File: config.mk
export PLATFORM = sky130hd
export DESIGN_NAME = vtc_field_marker
export DESIGN_NICKNAME = d
export VERILOG_FILES = /design/src/rtl/vtc_pkg.sv /design/src/rtl/vtc_byte_history.sv /design/src/rtl/vtc_code_decode.sv /design/src/rtl/vtc_mark_ctrl.sv /design/src/rtl/vtc_field_marker.sv
export SDC_FILE = /design/constraint.sdc
export NUM_CORES = 1
export LEC_CHECK = 0
export ABC_AREA = 1
export BUFFER_PORTS_ARGS = -buffer_cell sky130_fd_sc_hd__buf_4
export CORE_MARGIN = 4
export CORE_UTILIZATION = 54
export DETAILED_ROUTE_END_ITERATION = 8
export GPL_TIMING_DRIVEN = 0
export PLACE_DENSITY = 0.75
export SLEW_MARGIN = 20
export SYNTH_ARGS = -nofsm -noshare
export SYNTH_HDL_FRONTEND = slang
export SYNTH_SLANG_ARGS = --single-unit
export TNS_END_PERCENT = 100
File: constraint.sdc
create_clock -name clk_i -period 1.25 [get_ports clk_i]
set_input_delay 0.0625 -clock clk_i [delete_from_list [all_inputs] [get_ports clk_i]]
set_output_delay 0.0625 -clock clk_i [all_outputs]
set_load 0.02 [all_outputs]
File: src/rtl/vtc_pkg.sv
package vtc_pkg;
  localparam int unsigned DATA_W    = 8;
  localparam int unsigned PRE_LEN   = 3;

  localparam logic [DATA_W-1:0] PREAMBLE [PRE_LEN] = '{8'hFF, 8'h00, 8'h00};

  localparam logic [DATA_W-1:0] CODE_ARM   = 8'hEC;
  localparam logic [DATA_W-1:0] CODE_EOF_A = 8'h9D;
  localparam logic [DATA_W-1:0] CODE_EOF_B = 8'hDA;
  localparam logic [DATA_W-1:0] CODE_SET   = 8'hF1;
  localparam logic [DATA_W-1:0] CODE_CLR   = 8'hB6;

  typedef enum logic [2:0] {
    KIND_NONE,
    KIND_ARM,
    KIND_MARK,
    KIND_MARK_SET,
    KIND_MARK_CLR
  } code_kind_e;

  typedef enum logic {
    ST_IDLE,
    ST_ACTIVE
  } mode_e;
endpackage

File: src/rtl/vtc_byte_history.sv
module vtc_byte_history #(
  parameter int unsigned DATA_W = 8,
  parameter int unsigned DEPTH  = 3
) (
  input  logic              clk_i,
  input  logic              rst_ni,
  input  logic [DATA_W-1:0] data_i,
  output logic [DATA_W-1:0] hist_o [DEPTH]
);
  logic [DATA_W-1:0] hist_q [DEPTH];

  // hist_q[0] newest, hist_q[DEPTH-1] oldest
  for (genvar g = 0; g < DEPTH; g++) begin : g_stage
    always_ff @(posedge clk_i or negedge rst_ni) begin
      if (!rst_ni)    hist_q[g] <= '0;
      else if (g == 0) hist_q[g] <= data_i;
      else            hist_q[g] <= hist_q[(g == 0) ? 0 : g-1];
    end
    assign hist_o[g] = hist_q[g];
  end
endmodule

File: src/rtl/vtc_code_decode.sv
module vtc_code_decode
  import vtc_pkg::*;
#(
  parameter int unsigned DEPTH = PRE_LEN
) (
  input  logic [DATA_W-1:0] hist_i [DEPTH],
  input  logic [DATA_W-1:0] data_i,
  output code_kind_e        kind_o
);
  logic [DEPTH-1:0] pre_hit;

  // PREAMBLE[0] is the oldest byte
  for (genvar g = 0; g < DEPTH; g++) begin : g_cmp
    assign pre_hit[g] = (hist_i[DEPTH-1-g] == PREAMBLE[g]);
  end

  always_comb begin
    kind_o = KIND_NONE;
    if (&pre_hit) begin
      unique case (data_i)
        CODE_ARM:               kind_o = KIND_ARM;
        CODE_EOF_A, CODE_EOF_B: kind_o = KIND_MARK;
        CODE_SET:               kind_o = KIND_MARK_SET;
        CODE_CLR:               kind_o = KIND_MARK_CLR;
        default:                kind_o = KIND_NONE;
      endcase
    end
  end
endmodule

File: src/rtl/vtc_mark_ctrl.sv
module vtc_mark_ctrl
  import vtc_pkg::*;
(
  input  logic       clk_i,
  input  logic       rst_ni,
  input  logic       en_i,
  input  code_kind_e kind_i,
  output logic       active_o,
  output logic       start_o,
  output logic       stop_o
);
  mode_e mode_q;
  logic  start_q, stop_q;

  always_ff @(posedge clk_i or negedge rst_ni) begin
    if (!rst_ni) begin
      mode_q  <= ST_IDLE;
      start_q <= 1'b0;
      stop_q  <= 1'b0;
    end else if (!en_i) begin
      mode_q  <= ST_IDLE;
      start_q <= 1'b0;
      stop_q  <= 1'b0;
    end else begin
      unique case (mode_q)
        ST_IDLE: begin
          start_q <= 1'b0;
          stop_q  <= 1'b0;
          if (kind_i == KIND_ARM) mode_q <= ST_ACTIVE;
        end
        ST_ACTIVE: begin
          start_q <= (kind_i == KIND_MARK) || (kind_i == KIND_MARK_SET) ||
                     (kind_i == KIND_MARK_CLR);
          if (kind_i == KIND_MARK_SET)      stop_q <= 1'b1;
          else if (kind_i == KIND_MARK_CLR) stop_q <= 1'b0;
        end
        default: mode_q <= ST_IDLE;
      endcase
    end
  end

  assign active_o = (mode_q == ST_ACTIVE);
  assign start_o  = start_q;
  assign stop_o   = stop_q;
endmodule

File: src/rtl/vtc_field_marker.sv
module vtc_field_marker
  import vtc_pkg::*;
(
  input  logic              clk_i,
  input  logic              rst_ni,
  input  logic              en_i,
  input  logic [DATA_W-1:0] data_i,
  output logic              start_o,
  output logic              stop_o
);
  logic [DATA_W-1:0] hist [PRE_LEN];
  code_kind_e        kind;
  logic              active;

  vtc_byte_history #(.DATA_W(DATA_W), .DEPTH(PRE_LEN)) i_hist (
    .clk_i  (clk_i),
    .rst_ni (rst_ni),
    .data_i (data_i),
    .hist_o (hist)
  );

  vtc_code_decode #(.DEPTH(PRE_LEN)) i_dec (
    .hist_i (hist),
    .data_i (data_i),
    .kind_o (kind)
  );

  vtc_mark_ctrl i_ctrl (
    .clk_i    (clk_i),
    .rst_ni   (rst_ni),
    .en_i     (en_i),
    .kind_i   (kind),
    .active_o (active),
    .start_o  (start_o),
    .stop_o   (stop_o)
  );
endmodule

==> impl_metrics.tcl, run 1 <==
set metrics [dict create \
    synth_top_area_share_pct 68.3 \
    r2r_start "i_hist.hist_o[23]" \
    die_w_um 50.8 \
    clock-root-buffer "clkbuf_4" \
    cp_slowest_cell "dfrtp_1" \
    synthesis.area_um2 990 \
    seqPwrFrac_pct 66.3 \
    clk_pin_slew_ns 0.13 \
    overflow 0 \
    path_max_fanout 3 \
    min_period_over_period_pct 93.5 \
    cts_setup_buffers 0 \
    syn_inst 97 \
    postLayoutCellArea_um2 1240 \
    synth.top_cells.by_count "dfrtp_1 (27), nand2_1 (24), nor2_1 (17), inv_1 (10), nor2_2 (3)" \
    crit_family "simple AND/OR/NAND/NOR gates" \
    setup_slack_ns 0.0807 \
    grt_max_degree 28 \
    numCtsBuffers 3 \
    hp-class "in2async" \
    synthDistinctLibCells 15 \
    synth_area_leaders "dfrtp_1 (68%), nand2_1 (9.1%), nor2_1 (6.4%), inv_1 (3.8%), nand3_2 (2.0%)" \
    holdWs_ns 0.159 \
    power_frac_clock_pct 25.5 \
    end_kind "flop" \
    hpwl_um 1100 \
    worstMarginPinSlew_ns 0.315 \
    slew_viol_final 0 \
    drt_iter0_markers 3 \
    cpPeakStageDelay_ns 0.40 \
    die_area_um2 2580 \
    route.antenna.remaining_nets 0 \
    cts_max_path_buffers 2 \
    coreArea_um2 1730 \
    regToRegSetupSlack_ns 0.08 \
    max-slew-margin-rel_pct 79.0 \
    synth_seq_cells 27 \
    placed_cell_area_um2 1110 \
    viasPerCell 4.63 \
    seq_area_frac_synth_pct 68.3 \
    avgSynthCellArea_um2 10.2 \
    grt_setup_unrepaired "yes" \
    drv_cap 0 \
    drcViolationCount 0 \
    start_kind "flop" \
    syn_nets 108 \
    grt_use_total_pct 15.4 \
    drt-total-wl_um 1540 \
    synthArstFlopShare_pct 100 \
    drive_gt1_share_pct 22.8 \
    p_sw_share_pct 21.8 \
    reg2reg_to "i_ctrl.stop_o" \
    skew_ns 0.0100 \
    ys.flop_type "dfrtp_1" \
    final_core_util_pct 72.1 \
    cts_tree "yes" \
    insertion_delay_ns 0.32 \
    num-fill-cells 134 \
    fin_nets 135 \
    hold_viol_final 0 \
    internal_power_mw 1.09 \
    synth_edf_count 0 \
    antenna_found_initial 0 \
    fmax_mhz 855 \
    port_buffers 12 \
    comb_power_share_pct 8.2 \
    yosysWarnings 0 \
    crit_path_cell_trace "nor2_1, nand2_1, nor2_2, nand2_2, nor2_4, nand3_2, a21oi_2" \
    status "finished clean" \
    p_leak_nw 0.601 \
    power.density_nw_per_um2 1120 \
    worst-path-buf-inv 0 \
    start_util_pct 57.3 \
    setup_viol 0 \
    grt_pass1_wl_um 2840 \
    synth_area_leader_cell "dfrtp_1" \
    dp_cells 134 \
    fin_cells 148 \
    dr.pass1.iters 4 \
    startpoint "i_hist.hist_o[23]" \
    critical_path_class "reg2reg" \
    cts_sinks 27 \
    pin_count 13 \
    vias 685 \
    die_y_um 50.8 \
    crit_required_ns 1.51 \
    htree_levels 1 \
    dp_slack_ns 0.104 \
    crit_arrival_ns 1.43 \
    power.switching_mw 0.305 \
    rows 15 \
    yosysMostFrequentCell "dfrtp_1" \
    r2r.worst_path.cells 7 \
    gp_congestion 0.752 \
    grt_pass1_vias 676 \
    min_period_ns 1.17 \
    wl_per_cell_um 10.4 \
    antenna_cells 0 \
    ir_worst_vdd_mv 0.700 \
    areaGrowthSynthToFinish_pct 25.8 \
]
## sequential cells by signal (all words and copies together) (netlist names)
name / count
i_ctrl.active_o: 1
i_hist.hist_o: 24
i_ctrl.start_o: 1
i_ctrl.stop_o: 1
## power by group through the flow
stage | clock network (mW) | registers, mW | logic (mW)
after floorplan | 0 | 0.941 | 0.0328
after global placement | 0 | 0.943 | 0.0855
after global routing | 0.415 | 0.933 | 0.133
after detailed placement | 0 | 0.946 | 0.0899
final | 0.356 | 0.927 | 0.114
after CTS | 0.374 | 0.928 | 0.115
## metal layers
| metal | share of wire (%) | track usage [%] | vias up | wire (um) |
|---|---|---|---|---|
| met4 | 3.8 | 11.7 | 0 | 59 |
| li1 | - | - | 347 | - |
| met5 | 0 | 0 | - | 0 |
| met3 | 2.7 | 3.21 | 7 | 41 |
| met1 | 41 | 18.8 | 317 | 632 |
| met2 | 52 | 23.9 | 14 | 804 |
## kinds of logic (layout without fill, tap and decap cells)
| logic type | after synthesis | after routing | share of synthesized area, % |
|---|---|---|---|
| flops | 27 | 27 | 68.3 |
| buf+inv | 12 | 38 | 4.55 |
| simple gates | 55 | 55 | 25.3 |
| compound gates | 3 | 3 | 1.90 |
## cell type report
type | count | area [um^2] | share of cell area (%)
Sequential cell | 27 | 676 | 54.3
Multi-Input combinational cell | 58 | 277 | 22.2
Timing Repair Buffer | 22 | 190 | 15.3
Inverter | 12 | 45.0 | 3.62
Tap cell | 25 | 31.3 | 2.51
Clock buffer | 4 | 26.3 | 2.11
## through the flow
stage | total power, mW | setup TNS (ns)
floorplan | 0.974 | 0
global placement | 1.03 | 0
detailed placement | 1.04 | 0
CTS | 1.42 | 0
global route | 1.48 | -0.0448
finish | 1.40 | 0
## cell usage in the layout, fill, tap and decap left out, drive strengths merged
cell and count:
nand3b 1, buf 12, o21ai 2, clkbuf 4, nand3 4, dlygate4sd3 10
nor2 21, inv 12, nand4 1, nor3 2, dfrtp 27, a21oi 1
nand2 26
## worst max-delay path by stage
stage / to / cells after the start / slack [ns]
global route: i_ctrl.stop_o / 7 / -0.03
global placement: i_ctrl.stop_o / 7 / 0.11
detailed placement: i_ctrl.stop_o / 7 / 0.10
floorplan: i_ctrl.stop_o / 7 / 0.20
CTS: i_ctrl.stop_o / 7 / 0.07
finish: i_ctrl.stop_o / 7 / 0.08
## timing repair
action                                  4_1_cts  5_1_grt
hold buffers                                 10        0
endpoints found under the hold margin        37        0
endpoints found under the setup margin        0        2
resized for setup                             0        2
No activity file was read; power rests on OpenSTA's default activity.
==> run 2: changes to the inputs <==
--- a/config.mk
+++ b/config.mk
@@ -7,11 +7,11 @@
 export LEC_CHECK = 0
 export ABC_AREA = 1
 export BUFFER_PORTS_ARGS = -buffer_cell sky130_fd_sc_hd__buf_4
+export CORE_ASPECT_RATIO = 0.5
 export CORE_MARGIN = 4
-export CORE_UTILIZATION = 54
+export CORE_UTILIZATION = 30
 export DETAILED_ROUTE_END_ITERATION = 8
 export GPL_TIMING_DRIVEN = 0
-export PLACE_DENSITY = 0.75
 export SLEW_MARGIN = 20
 export SYNTH_ARGS = -nofsm -noshare
 export SYNTH_HDL_FRONTEND = slang
==> run 2 against run 1 <==
  * Routed wire length shrank 4.6%
  * Via count is 2.9% lower
  * Hold slack got worse by 0.088 ns
  * Register-to-register slack better by 0.03 ns
  * Sequential power hardly changed
  * Flip-flop and latch count stayed put
  * Combinational power barely moved
  * Clock power up 28%
  * First-iteration DRC count rose to 15 times the previous value
  * Core utilization fell by 30 points
  * Highest routed layer unchanged
==> impl_metrics.tcl, run 2 (synthesized netlist as in run 1, its figures left out) <==
set metrics [dict create \
    cts_max_path_buffers 2 \
    die_y_um 48.6 \
    clock-root-buffer "clkbuf_8" \
    start_util_pct 32.1 \
    p_leak_nw 0.628 \
    drv_cap 0 \
    dp_slack_ns 0.0901 \
    crit_family "buffers and inverters" \
    grt_setup_unrepaired "yes" \
    skew_ns 0.00200 \
    r2r_start "i_hist.hist_o[11]" \
    die_area_um2 4340 \
    die_w_um 89.2 \
    slew_viol_final 0 \
    antenna_cells 0 \
    areaGrowthSynthToFinish_pct 30.6 \
    vias 665 \
    holdWs_ns 0.0715 \
    fin_nets 136 \
    most-common-layout-cells "dfrtp_1 (27), nand2_1 (24), nor2_1 (15)" \
    seqPwrFrac_pct 62.0 \
    power.density_nw_per_um2 1160 \
    drcViolationCount 0 \
    critical_path_class "in2reg" \
    htree_levels 1 \
    rows 14 \
    hpwl_um 1090 \
    grt_pass1_vias 626 \
    hold_viol_final 0 \
    coreArea_um2 3080 \
    clk_pin_slew_ns 0.08 \
    cts_tree "yes" \
    layout_commonest_cell "dfrtp_1" \
    overflow 0 \
    critPathMostFrequentCell "nand2_1" \
    dr.pass1.iters 3 \
    wl_per_cell_um 8.94 \
    startpoint "data_i[1]" \
    min_from "en_i" \
    cts_sinks 27 \
    drt_iter0_markers 45 \
    setup_tns_ns 0 \
    antenna_found_initial 0 \
    worstMarginPinSlew_ns 0.314 \
    power.switching_mw 0.306 \
    setup_viol 0 \
    numCtsBuffers 3 \
    grt_use_total_pct 8.04 \
    drive_gt1_share_pct 25.0 \
    hp-class "in2reg" \
    status "finished clean" \
    crit_arrival_ns 1.37 \
    grt_max_degree 28 \
    port_buffers 12 \
    min_period_ns 1.17 \
    crit_path_cell_trace "dlygate4sd3_1, buf_4, inv_1, nand2_1, nand3b_1, nand2_1, nand3_2, a21oi_2" \
    final_core_util_pct 41.9 \
    cp_slowest_cell "dlygate4sd3_1" \
    insertion_delay_ns 0.26 \
    grt_pass1_wl_um 2650 \
    crit_required_ns 1.45 \
    fin_total_pwr_mw 1.50 \
    drt-total-wl_um 1470 \
    p_sw_share_pct 20.5 \
    power_frac_clock_pct 30.5 \
    internal_power_mw 1.19 \
    end_kind "flop" \
    route.antenna.remaining_nets 0 \
    min_period_over_period_pct 93.6 \
    num-fill-cells 291 \
    start_kind "input pin" \
    postLayoutCellArea_um2 1290 \
    fmax_mhz 855 \
    fin_cells 164 \
    path_max_fanout 4 \
    viasPerCell 4.05 \
    pin_count 13 \
    comb_power_share_pct 7.6 \
    worst-path-buf-inv 3 \
    dp_cells 149 \
    placed_cell_area_um2 1130 \
    cpPeakStageDelay_ns 0.54 \
    gp_congestion 0.792 \
    max-slew-margin-rel_pct 79.0 \
    largest_reg_flops 24 \
    setup_slack_ns 0.0803 \
    ir_worst_vdd_mv 0.456 \
]
-- run 2: worst reg2reg max path, cell delays in order (launching register included) --
cell,delay [ns]
dfrtp_1,0.38
nor2_1,0.10
nand2_1,0.07
nor2_2,0.14
nand2_2,0.08
nor2_4,0.11
nand3_2,0.08
a21oi_2,0.12
-- run 2: area by class of cell --
cell class / instances / area, um^2 / area share (%)
multi-input cells: 58 / 274 / 21.2
well taps: 40 / 50.0 / 3.87
clock buffers: 3 / 41.3 / 3.19
clock inverters: 1 / 5.00 / 0.387
flip-flops and latches: 27 / 676 / 52.3
inverters: 12 / 45.0 / 3.48
repair buffers: 23 / 201 / 15.6
-- run 2: path summary, 6_finish.rpt --
kind / end / cells after the start / slack (ns)
setup / recovery: i_ctrl.stop_o / 8 / 0.08
hold / removal: i_ctrl.active_o / 3 / 0.07
hold reg to reg: i_hist.hist_o[15] / 0 / 0.38
setup reg to reg: i_ctrl.stop_o / 7 / 0.11
min in group asynchronous: i_hist.hist_o[14] / 2 / 0.25
max in group asynchronous: i_hist.hist_o[16] / 2 / 0.76
-- run 2: power by group through the flow --
| stage | Sequential (mW) | Clock [mW] | Combinational [mW] |
|---|---|---|---|
| global route | 0.931 | 0.513 | 0.131 |
| global placement | 0.944 | 0 | 0.0877 |
| finish | 0.927 | 0.456 | 0.113 |
| detailed placement | 0.945 | 0 | 0.0888 |
| floorplan | 0.941 | 0 | 0.0328 |
| CTS | 0.927 | 0.475 | 0.111 |
-- run 2: repair_timing --
| action | CTS | global route |
|---|---|---|
| endpoints found under the hold margin | 35 | 0 |
| hold buffers | 9 | 0 |
| buffers inserted | 0 | 2 |
| endpoints found under the setup margin | 0 | 3 |
| gates resized for setup | 0 | 4 |
-- run 2: routing by layer --
metal	vias to the layer above	track usage, %	part of all wire (%)
met5	-	0	0
met4	0	2.97	1.5
met3	2	3.05	2.9
met2	7	12.0	47
met1	308	10.6	48
li1	348	-	-
